### config.mk
export PLATFORM = sky130hd
export DESIGN_NAME = bert_rx_sync
export DESIGN_NICKNAME = d
export VERILOG_FILES = /design/src/rtl/bert_rx_pkg.sv /design/src/rtl/bert_sat_cnt.sv /design/src/rtl/bert_sync_ctrl.sv /design/src/rtl/bert_sync_dp.sv /design/src/rtl/bert_rx_sync.sv
export SDC_FILE = /design/constraint.sdc
export NUM_CORES = 1
export LEC_CHECK = 0
export BUFFER_PORTS_ARGS = -buffer_cell sky130_fd_sc_hd__buf_2
export CORE_UTILIZATION = 35
export DETAILED_ROUTE_END_ITERATION = 10
export HOLD_SLACK_MARGIN = 0.15
export PLACE_DENSITY_LB_ADDON = 0.15
export SYNTH_ARGS = -nofsm -noshare
export SYNTH_HDL_FRONTEND = slang
export SYNTH_HIERARCHICAL = 1
export SYNTH_SLANG_ARGS = --single-unit
### constraint.sdc
create_clock -name clk -period 9.45 [get_ports clk]
set_clock_uncertainty 0.15 [all_clocks]
set_input_delay 0.4725 -clock clk [delete_from_list [all_inputs] [get_ports clk]]
set_output_delay 0.4725 -clock clk [all_outputs]
set_load 0.01 [all_outputs]
### src/rtl/bert_rx_pkg.sv
package bert_rx_pkg;

  typedef enum logic [1:0] {
    ST_LOAD   = 2'd0,
    ST_VERIFY = 2'd1,
    ST_SYNC   = 2'd2
  } syncState_t;

  // strobes from control to datapath
  typedef struct packed {
    logic shiftRaw;   // shift the received bit into the local register
    logic shiftPred;  // shift the predicted bit (free run while locked)
    logic capture;    // latch the received word at lock
    logic countBit;   // count this bit into the running counters
  } dpCtl_t;

endpackage

### src/rtl/bert_sat_cnt.sv
module bert_sat_cnt #(
  parameter int W = 8
) (
  input  logic         clk,
  input  logic         rst_n,
  input  logic         inc,
  input  logic         restart,
  output logic [W-1:0] value,
  output logic         atMax
);

  localparam logic [W-1:0] MAX_VAL = '1;

  assign atMax = (value == MAX_VAL);

  always_ff @(posedge clk or negedge rst_n) begin
    if (!rst_n) begin
      value <= '0;
    end else if (restart) begin
      value <= W'(inc);
    end else if (inc && !atMax) begin
      value <= value + W'(1);
    end
  end

endmodule

### src/rtl/bert_sync_ctrl.sv
module bert_sync_ctrl
  import bert_rx_pkg::*;
#(
  parameter int LEN_W     = 6,
  parameter int LOCK_RUN  = 32,
  parameter int WIN_LEN   = 64,
  parameter int ERR_LIMIT = 6
) (
  input  logic             clk,
  input  logic             rst_n,
  input  logic             rxValid,
  input  logic [LEN_W-1:0] cfgLen,
  input  logic             syncEn,
  input  logic             resync,
  input  logic             predErr,
  output dpCtl_t           ctl,
  output logic             inSync
);

  localparam int GOOD_W = $clog2(LOCK_RUN + 1);
  localparam int WCNT_W = $clog2(WIN_LEN + 1);

  syncState_t          state;
  logic                resyncQ;
  logic                resyncRise;
  logic [LEN_W-1:0]    fillCnt;
  logic [LEN_W:0]      fillNext;
  logic                fillDone;
  logic [GOOD_W-1:0]   goodCnt;
  logic                goodDone;
  logic [WIN_LEN-1:0]  errHist;
  logic [WCNT_W-1:0]   winCnt;
  logic [WCNT_W-1:0]   winNext;
  logic                overLimit;

  assign resyncRise = resync && !resyncQ;
  assign fillNext   = {1'b0, fillCnt} + (LEN_W + 1)'(1);
  assign fillDone   = fillNext >= {1'b0, cfgLen};
  assign goodDone   = goodCnt == GOOD_W'(LOCK_RUN - 1);
  assign winNext    = winCnt + WCNT_W'(predErr) - WCNT_W'(errHist[WIN_LEN-1]);
  assign overLimit  = winNext >= WCNT_W'(ERR_LIMIT);
  assign inSync     = (state == ST_SYNC);

  always_comb begin
    ctl           = '0;
    ctl.shiftRaw  = rxValid && (state != ST_SYNC);
    ctl.shiftPred = rxValid && (state == ST_SYNC);
    ctl.countBit  = rxValid && (state == ST_SYNC);
    ctl.capture   = rxValid && (state == ST_VERIFY) && syncEn && !predErr && goodDone;
  end

  always_ff @(posedge clk or negedge rst_n) begin
    if (!rst_n) begin
      resyncQ <= 1'b0;
    end else begin
      resyncQ <= resync;
    end
  end

  always_ff @(posedge clk or negedge rst_n) begin
    if (!rst_n) begin
      state   <= ST_LOAD;
      fillCnt <= '0;
      goodCnt <= '0;
      errHist <= '0;
      winCnt  <= '0;
    end else if (resyncRise) begin
      state   <= ST_LOAD;
      fillCnt <= '0;
      goodCnt <= '0;
      errHist <= '0;
      winCnt  <= '0;
    end else if (rxValid) begin
      unique case (state)
        ST_LOAD: begin
          if (syncEn) begin
            if (fillDone) begin
              state   <= ST_VERIFY;
              fillCnt <= '0;
              goodCnt <= '0;
            end else begin
              fillCnt <= fillNext[LEN_W-1:0];
            end
          end
        end
        ST_VERIFY: begin
          if (syncEn) begin
            if (predErr) begin
              goodCnt <= '0;
            end else if (goodDone) begin
              state   <= ST_SYNC;
              errHist <= '0;
              winCnt  <= '0;
            end else begin
              goodCnt <= goodCnt + GOOD_W'(1);
            end
          end
        end
        ST_SYNC: begin
          if (syncEn && overLimit) begin
            state   <= ST_LOAD;
            fillCnt <= '0;
            goodCnt <= '0;
            errHist <= '0;
            winCnt  <= '0;
          end else begin
            errHist <= {errHist[WIN_LEN-2:0], predErr};
            winCnt  <= winNext;
          end
        end
        default: state <= ST_LOAD;
      endcase
    end
  end

endmodule

### src/rtl/bert_sync_dp.sv
module bert_sync_dp
  import bert_rx_pkg::*;
#(
  parameter int MAX_LEN = 32,
  parameter int LEN_W   = 6,
  parameter int BIT_W   = 32,
  parameter int ERR_W   = 24,
  parameter int RUN_LEN = 32
) (
  input  logic               clk,
  input  logic               rst_n,
  input  logic               rxValid,
  input  logic               rxBit,
  input  logic               cfgRepMode,
  input  logic [LEN_W-1:0]   cfgLen,
  input  logic [MAX_LEN-1:0] cfgTaps,
  input  logic               loadCnt,
  input  dpCtl_t             ctl,
  output logic               predErr,
  output logic [MAX_LEN-1:0] rxWord,
  output logic [BIT_W-1:0]   bitCount,
  output logic [ERR_W-1:0]   errCount,
  output logic               cntOvf,
  output logic               allOnes,
  output logic               allZeros
);

  localparam int RUN_W = $clog2(RUN_LEN + 1);

  logic [MAX_LEN-1:0] shreg;
  logic               repBit;
  logic               fbBit;
  logic               predBit;
  logic               loadQ;
  logic               loadRise;
  logic [BIT_W-1:0]   bitRun;
  logic [ERR_W-1:0]   errRun;
  logic               bitMax;
  logic               errMax;
  logic [RUN_W-1:0]   runCnt;
  logic               lastBit;

  // period tap for repeated-word mode
  always_comb begin
    repBit = 1'b0;
    for (int i = 0; i < MAX_LEN; i++) begin
      if (cfgLen == LEN_W'(i + 1)) repBit = shreg[i];
    end
  end

  assign fbBit    = ^(shreg & cfgTaps);
  assign predBit  = cfgRepMode ? repBit : fbBit;
  assign predErr  = predBit ^ rxBit;
  assign loadRise = loadCnt && !loadQ;

  always_ff @(posedge clk or negedge rst_n) begin
    if (!rst_n) begin
      shreg  <= '0;
      rxWord <= '0;
    end else begin
      if (ctl.shiftRaw) begin
        shreg <= {shreg[MAX_LEN-2:0], rxBit};
      end else if (ctl.shiftPred) begin
        shreg <= {shreg[MAX_LEN-2:0], predBit};
      end
      if (ctl.capture) begin
        rxWord <= {shreg[MAX_LEN-2:0], rxBit};
      end
    end
  end

  bert_sat_cnt #(.W(BIT_W)) i_bitRun (
    .clk    (clk),
    .rst_n  (rst_n),
    .inc    (ctl.countBit),
    .restart(loadRise),
    .value  (bitRun),
    .atMax  (bitMax)
  );

  bert_sat_cnt #(.W(ERR_W)) i_errRun (
    .clk    (clk),
    .rst_n  (rst_n),
    .inc    (ctl.countBit && predErr),
    .restart(loadRise),
    .value  (errRun),
    .atMax  (errMax)
  );

  always_ff @(posedge clk or negedge rst_n) begin
    if (!rst_n) begin
      loadQ    <= 1'b0;
      bitCount <= '0;
      errCount <= '0;
      cntOvf   <= 1'b0;
    end else begin
      loadQ  <= loadCnt;
      cntOvf <= cntOvf || bitMax || errMax;
      if (loadRise) begin
        bitCount <= bitRun;
        errCount <= errRun;
      end
    end
  end

  // identical-bit run detector
  always_ff @(posedge clk or negedge rst_n) begin
    if (!rst_n) begin
      runCnt  <= '0;
      lastBit <= 1'b0;
    end else if (rxValid) begin
      lastBit <= rxBit;
      if (runCnt != '0 && rxBit == lastBit) begin
        if (runCnt != RUN_W'(RUN_LEN)) runCnt <= runCnt + RUN_W'(1);
      end else begin
        runCnt <= RUN_W'(1);
      end
    end
  end

  assign allOnes  = (runCnt == RUN_W'(RUN_LEN)) && lastBit;
  assign allZeros = (runCnt == RUN_W'(RUN_LEN)) && !lastBit;

endmodule

### src/rtl/bert_rx_sync.sv
module bert_rx_sync
  import bert_rx_pkg::*;
#(
  parameter int MAX_LEN   = 32,
  parameter int LEN_W     = $clog2(MAX_LEN + 1),
  parameter int BIT_W     = 32,
  parameter int ERR_W     = 24,
  parameter int LOCK_RUN  = 32,
  parameter int WIN_LEN   = 64,
  parameter int ERR_LIMIT = 6,
  parameter int RUN_LEN   = 32
) (
  input  logic               clk,
  input  logic               rst_n,
  input  logic               rxValid,
  input  logic               rxBit,
  input  logic               cfgRepMode,
  input  logic [LEN_W-1:0]   cfgLen,
  input  logic [MAX_LEN-1:0] cfgTaps,
  input  logic               syncEn,
  input  logic               resync,
  input  logic               loadCnt,
  output logic               inSync,
  output logic               allOnes,
  output logic               allZeros,
  output logic [MAX_LEN-1:0] rxWord,
  output logic [BIT_W-1:0]   bitCount,
  output logic [ERR_W-1:0]   errCount,
  output logic               cntOvf
);

  dpCtl_t ctl;
  logic   predErr;

  bert_sync_ctrl #(
    .LEN_W    (LEN_W),
    .LOCK_RUN (LOCK_RUN),
    .WIN_LEN  (WIN_LEN),
    .ERR_LIMIT(ERR_LIMIT)
  ) i_ctrl (
    .clk    (clk),
    .rst_n  (rst_n),
    .rxValid(rxValid),
    .cfgLen (cfgLen),
    .syncEn (syncEn),
    .resync (resync),
    .predErr(predErr),
    .ctl    (ctl),
    .inSync (inSync)
  );

  bert_sync_dp #(
    .MAX_LEN(MAX_LEN),
    .LEN_W  (LEN_W),
    .BIT_W  (BIT_W),
    .ERR_W  (ERR_W),
    .RUN_LEN(RUN_LEN)
  ) i_dp (
    .clk       (clk),
    .rst_n     (rst_n),
    .rxValid   (rxValid),
    .rxBit     (rxBit),
    .cfgRepMode(cfgRepMode),
    .cfgLen    (cfgLen),
    .cfgTaps   (cfgTaps),
    .loadCnt   (loadCnt),
    .ctl       (ctl),
    .predErr   (predErr),
    .rxWord    (rxWord),
    .bitCount  (bitCount),
    .errCount  (errCount),
    .cntOvf    (cntOvf),
    .allOnes   (allOnes),
    .allZeros  (allZeros)
  );

endmodule

Word level (Yosys, flattened, before mapping)
Index checks and enable logic that the tools add are counted.
Widths: inputs -> output; s select.
{ "classes": {"order_cmp": 2, "mul": 0, "eq_ne": 49, "muxes": 78, "n_bitwise": 2, "add_sub_neg": 7, "n_reduce_logical": 38, "div": 0, "shift": 0} }
{ "op_table": {"columns": ["operator", "count"], "rows": [
  ["$mux 64", 6],
  ["$mux 32", 4],
  ["$pmux 64 s2", 1],
  ["$eq 6x5->1 const B", 17],
  ["$mux 6", 14],
  ["$eq 6x4->1 const B", 8],
  ["$mux 24", 2],
  ["$mux 7", 6],
  ["$mux 1", 33],
  ["$add 32x1->32 const B", 1],
  ["$and 32x32->32", 1],
  ["$eq 32x32->1 const B", 1],
  ["$reduce_xor 32->1", 1],
  ["$add 24x1->24 const B", 1],
  ["$eq 24x24->1 const B", 1],
  ["$eq 6x3->1 const B", 4],
  ["$pmux 6 s3", 1],
  ["$mux 2", 8],
  ["$logic_and 1x1->1", 15],
  ["$pmux 7 s2", 1],
  ["$reduce_and 7->1", 2],
  ["$add 6x1->6 const B", 2],
  ["$eq 6x2->1 const B", 2],
  ["$eq 6x6->1 const B", 2],
  ["other kinds (28)", 42]
]} }
{ "word_totals": {"mem_bits_ro": 0, "ff_bits": 271, "wordCells": 192, "output_inout_bits": 92, "latchBits": 0, "mem_bits_rw": 0, "in_bits": 46, "memories": 0} }

Depth between registers and ports, before layout
{ "depth": {"ltp_word": 43, "mapped_depth": 19, "mapped_depth_nobuf": 16} }

Modules after synthesis
Netlist, hierarchy kept.
{ "modules_own_cells": {"columns": ["mod", "n_inst", "cells_each", "area_per_inst_um2", "seq_area_each_um2"], "rows": [
  ["bert_sync_dp", 1, 435, 5685.5, 3228.1],
  ["bert_sync_ctrl", 1, 472, 4220.3, 2152.1],
  ["bert_sat_cnt (i_dp.i_bitRun)", 1, 193, 1824.2, 800.8],
  ["bert_sat_cnt (i_dp.i_errRun)", 1, 149, 1487.7, 600.6]
]} }

Least setup slack after synthesis
No wires, ideal clock.
{ "synth_path": {"kind": "input port to flip-flop", "startpoint": "input cfgLen[3]", "endpoint": "register i_ctrl.errHist[28]", "required_time_ns": 9.214, "path_buffers": 3, "slack_ns": 5.115, "cell_stages": 18, "setup_time_ns": 0.086, "arrival_ns": 4.099, "cell_sequence": "buf_2 -> nor4b_1 -> a31o_1 -> a222oi_1 -> o21ai_0 -> or3_1 -> o211a_1 -> xor2_1 -> ha_1 -> fa_1 -> a211oi_1 -> o21bai_1 -> a21oi_2 -> xor2_1 -> a21oi_2 -> buf_4 -> buf_6 -> nor3_1"} }
{ "synth_between": {"elab_chain_cells": 43, "word_cells_on_any_way": 76, "classes_between": "add/sub: 2; order compare: 1; eq/ne: 33; mux: 37; bitwise: 1; reduce/logical: 2"} }
{ "synth_lines": {"columns": ["element", "line_no", "text"], "rows": [
  ["start, declared", "bert_rx_sync.sv:18", "input logic [LEN_W-1:0] cfgLen,"],
  ["$eq 6x1->1", "bert_sync_dp.sv:47", "if (cfgLen == LEN_W'(i + 1)) repBit = shreg[i];"],
  ["$mux 1 (31 in series)", "bert_sync_dp.sv:47", null],
  ["$mux 1 *", "bert_sync_dp.sv:47", null],
  ["$mux 1 *", "bert_sync_dp.sv:52", "assign predBit = cfgRepMode ? repBit : fbBit;"],
  ["$xor 1x1->1 *", "bert_sync_dp.sv:53", "assign predErr = predBit ^ rxBit;"],
  ["via predErr", "bert_rx_sync.sv:33", "logic predErr;"],
  ["$add 7x1->7", "bert_sync_ctrl.sv:40", "assign winNext = winCnt + WCNT_W'(predErr) - WCNT_W'(errHist[WIN_LEN-1]);"],
  ["$sub 7x1->7", "bert_sync_ctrl.sv:40", null],
  ["$ge 7x3->1", "bert_sync_ctrl.sv:41", "assign overLimit = winNext >= WCNT_W'(ERR_LIMIT);"],
  ["$logic_and 1x1->1", "bert_sync_ctrl.sv:100", "if (syncEn && overLimit) begin"],
  ["$mux 64", "bert_sync_ctrl.sv:100", null],
  ["$pmux 64 s2", "bert_sync_ctrl.sv:74", "unique case (state)"],
  ["$mux 64", "bert_sync_ctrl.sv:73", "end else if (rxValid) begin"],
  ["$mux 64", "bert_sync_ctrl.sv:67", "end else if (resyncRise) begin"],
  ["end signal, assigned", "bert_sync_ctrl.sv:107", "errHist <= {errHist[WIN_LEN-2:0], predErr};"],
  ["end, declared", "bert_sync_ctrl.sv:31", "logic [WIN_LEN-1:0] errHist;"]
]} }
The timed path passes the listed nets; every way through them passes the cells marked *. The select of a mux whose other input is x is not followed.
A chain may end at the register's enable or synchronous reset.

Worst setup path in the final report
{ "layout_path": {"startpoint": "register i_dp.shreg[2]", "endpoint": "register i_ctrl.winCnt[0]"} }
{ "layout_between": {"elab_chain_cells": 40, "word_cells_on_any_way": 44, "classes_between": "add/sub: 2; order compare: 1; eq/ne: 1; mux: 35; bitwise: 2; reduce/logical: 3"} }
{ "layout_lines": {"columns": ["element", "line_no", "text"], "rows": [
  ["start, declared", "bert_sync_dp.sv:30", "logic [MAX_LEN-1:0] shreg;"],
  ["start signal, assigned", "bert_sync_dp.sv:62", "shreg <= {shreg[MAX_LEN-2:0], rxBit};"],
  ["start signal, assigned", "bert_sync_dp.sv:64", "shreg <= {shreg[MAX_LEN-2:0], predBit};"],
  ["$mux 1 (30 in series)", "bert_sync_dp.sv:47", null],
  ["$mux 1 *", "bert_sync_dp.sv:52", null],
  ["$xor 1x1->1 *", "bert_sync_dp.sv:53", null],
  ["via predErr", "bert_rx_sync.sv:33", null],
  ["$add 7x1->7", "bert_sync_ctrl.sv:40", null],
  ["$sub 7x1->7", "bert_sync_ctrl.sv:40", null],
  ["$ge 7x3->1", "bert_sync_ctrl.sv:41", null],
  ["$logic_and 1x1->1", "bert_sync_ctrl.sv:100", null],
  ["$mux 7", "bert_sync_ctrl.sv:100", null],
  ["$pmux 7 s2", "bert_sync_ctrl.sv:74", null],
  ["$mux 7", "bert_sync_ctrl.sv:73", null],
  ["$mux 7", "bert_sync_ctrl.sv:67", null],
  ["end signal, assigned", "bert_sync_ctrl.sv:108", "winCnt <= winNext;"],
  ["end, declared", "bert_sync_ctrl.sv:32", "logic [WCNT_W-1:0] winCnt;"]
]} }
Marked as above.

==> results by group <==
GRT
  • First-pass GRT wire length: 50.8 mm
  • Overflow left after global routing: 0
  • Pin count of the biggest net entering global routing: 87
  • Initial antenna violation count: 1
  • Total Routing Usage GR: 16.0%
  • Vias in the first global route: 9394

Timing
  • Final setup vio count: 0
  • Tmin final: 4.98 ns
  • Final hold viol count: 0
  • Peak Freq: 0.201 GHz
  • Unrepaired setup endpoints after global routing: no
  • Slew of the pin with the lowest slew margin: 0.996 ns
  • Final slew viol count: 0
  • Final setup TNS: 0 ns
  • Final period utilization: 52.7%
  • Final worst slack: 4.47 ns
  • Max_slew headroom: 33.1%

Drt
  • DR pass1 iterations: 7
  • Met1 Routed Length: 15.3 mm
  • # DRC: 0
  • Wire per inst: 15.9 um
  • WL met2: 13.2 mm
  • Highest metal used: met4
  • Total number of vias: 9502
  • ANT nets after route: 0
  • Post-Route WL: 30.3 mm
  • Routed wl met3: 1.16 mm
  • Initial DRC Count: 698
  • Vias per cell: 5.00

Place
  • PortBufs: 137
  • DP Wirelength: 19.6 mm
  • Placer congestion estimate: 0.810
  • Pre-CTS setup slack: 4.18 ns

Layout
  • Multi-input logic area: 0.00603 mm^2
  • Nets: 1443
  • Filler Cell Count: 3640
  • Most frequent cells in the layout: 271 x dfrtp_1, 195 x nor2_1, 136 x buf_2, 121 x mux2_2, 79 x nor3_1
  • Commonest non-fill, non-tap cell in the layout: dfrtp_1
  • Fraction of layout cells with a size suffix above 1: 25.1%
  • Area delta synth->final: 16.1%
  • Storage cell area: 0.00678 mm^2

Clock tree
  • Hold_buf cts: 6
  • Clk slew on worst S/H paths: 0.06 ns
  • Total CTS buffers: 30
  • Worst-case clock buffer depth: 3
  • Clk root buf: clkbuf_16
  • # resized after CTS: 0
  • CTS H-tree depth: 1
  • # Post-CTS Setup Buffers: 0
  • Clock Sink Count: 271
  • Latest clock arrival within the worst-skew pair: 0.56 ns
  • TritonCTS clock tree: built

Worst setup path
  • Crit path max fanout: 68
  • Reg2reg path depth: 17
  • CP arrival: 5.29 ns
  • Setup slack, reg-to-reg: 4.47 ns
  • Critical path endpoint category: register
  • FF-to-FF Start: i_dp/shreg[2]$_DFFE_PN0P_
  • Startpoint types: register
  • Worst EP required: 9.76 ns
  • WS Path Type: register to register
  • Crit path from: i_dp/shreg[2]$_DFFE_PN0P_
  • RR Endpoint: i_ctrl/winCnt[0]$_DFFE_PN0P_

Power
  • LEAKAGE: 7.20 nW
  • Power Density: 209 mW/mm^2
  • Peak supply drop: 0.132 mV

Floorplanning
  • Std cell rows: 70
  • Die ar.: 0.0385 mm^2
  • I/O pin total: 138
  • Die Y: 196 um
  • Initial Util: 35.8%
  • Die X: 196 um
  • Core footprint: 0.0369 mm^2

Yosys
  • Synth Instances: 1249
  • Synth Flop Type: dfrtp_1
  • Number of flops mapped to enable cells by yosys: 0
  • Dominant cells by area after synthesis: dfrtp_1 51%, mux2_2 10%, nor2_1 5.6%
  • Yosys top cell by area: dfrtp_1
  • Post-Syn Nets: 1315
  • Flops & latches, synth: 271
  • Share of the synthesized area in the top cell type: 51.3%
  • Sequential share of the synthesized area: 51.3%
  • Fraction of registers with async set/reset: 100%
  • Syn Area/Cell: 10.6 um^2
  • Synth warn: 6
  • Post-synth cell types: 85
  • Synth Cell Area: 0.0132 mm^2

Status
  • Status: finished, final reports clean

Hold path
  • Worst hold path type: primary input to register
  • Hold EP: i_dp/shreg[0]$_DFFE_PN0P_
  • HP Start: cfgRepMode
  • Hold Path Depth: 4

Run
  • # Max-Cap Violations: 0
## layout make-up
class	instances	share of cell area, %
diodes	1	0.0163
clock buffers	44	5.70
clock inverters	7	0.391
inverters	36	0.881
multi-input cells	885	39.3
flip-flops and latches	271	44.2
well taps	504	4.11
repair buffers	153	5.41
## cells by family (layout without fill, tap and decap cells)
family                     count (synthesis)  in the layout  synth area share (%)
muxes                                    132            132                  11.2
xor gates and xnor gates                  75             75                  4.97
DFF                                      271            271                  51.3
buffers and inverters                     93            240                  3.28
AOI/OAI and AO/OA                        145            145                  7.61
and+or+nand+nor                          513            513                  19.7
other                                      0              1                     0
adders and majority gates                 20             20                  1.95
## sequential cells by signal, indices dropped and copies added, names as in the netlist, 7 cells and up
name                 cells
i_dp/i_errRun/value     24
i_dp/errCount           24
i_dp/i_bitRun/value     32
i_ctrl/winCnt            7
i_dp/rxWord             32
i_dp/bitCount           32
i_ctrl/errHist          64
i_dp/shreg              32
## metrics by stage
stage | power [W] | utilization (%) | instances | hold WS, ns | area, um^2
2_1_floorplan | 0.00187 | - | 1249 | 0.0269 | 13200
3_3_place_gp | 0.00209 | 38.9 | 1843 | 0.335 | 14300
3_5_place_dp | 0.00210 | 38.9 | 1843 | 0.341 | 14300
4_1_cts | 0.00326 | 41.6 | 1900 | 0.195 | 15300
5_1_grt | 0.00340 | 41.6 | 1900 | 0.249 | 15300
6_report | 0.00320 | 41.6 | 1901 | 0.211 | 15300
## where the power goes
| part | internal, W | switching [W] |
|---|---|---|
| Combinational | 0.000300 | 0.000372 |
| Clock | 0.000660 | 0.000463 |
| Sequential | 0.00127 | 0.000136 |
## layer usage
layer  global-route usage, %  vias to the layer above
li1                        -                     4669
met1                    24.1                     4600
met2                    23.8                      187
met3                    2.36                       46
met4                    4.51                        0
met5                       0                        -
## critical path: stages, from the launching register on
cell	delay [ns]
dfrtp_1	0.50
mux2_4	0.31
a221oi_1	0.22
or4_1	0.14
a21oi_1	0.03
a211o_1	0.26
or3_1	0.32
o211a_1	0.14
xor2_1	0.24
ha_1	0.31
fa_1	0.45
a211oi_1	0.27
o21bai_1	0.11
a21oi_2	0.21
xor2_1	0.45
a21oi_4	0.08
buf_4	0.34
a211oi_1	0.32
## worst max-delay path by stage
stage | to | slack, ns | cells after the start
floorplan | i_ctrl/errHist[28]$_DFFE_PN0P_ | 5.11 | 18
global placement | i_ctrl/winCnt[1]$_DFFE_PN0P_ | 4.36 | 18
detailed placement | i_ctrl/errHist[49]$_DFFE_PN0P_ | 4.18 | 17
CTS | i_ctrl/winCnt[2]$_DFFE_PN0P_ | 4.43 | 17
global route | i_ctrl/winCnt[2]$_DFFE_PN0P_ | 4.03 | 17
finish | i_ctrl/winCnt[0]$_DFFE_PN0P_ | 4.47 | 17
## synth_stat cells (all sizes together) (16+ instances only)
| master | number |
|---|---|
| nor4 | 16 |
| xnor2 | 51 |
| clkbuf | 22 |
| nor2 | 196 |
| inv | 36 |
| a21oi | 35 |
| nand3 | 32 |
| nor3 | 82 |
| xor2 | 24 |
| buf | 33 |
| a211oi | 16 |
| nand2 | 76 |
| nand4 | 21 |
| dfrtp | 271 |
| ha | 19 |
| mux2 | 123 |
| or3 | 20 |
| o21ai | 39 |
(Power assumes the default switching activity.)
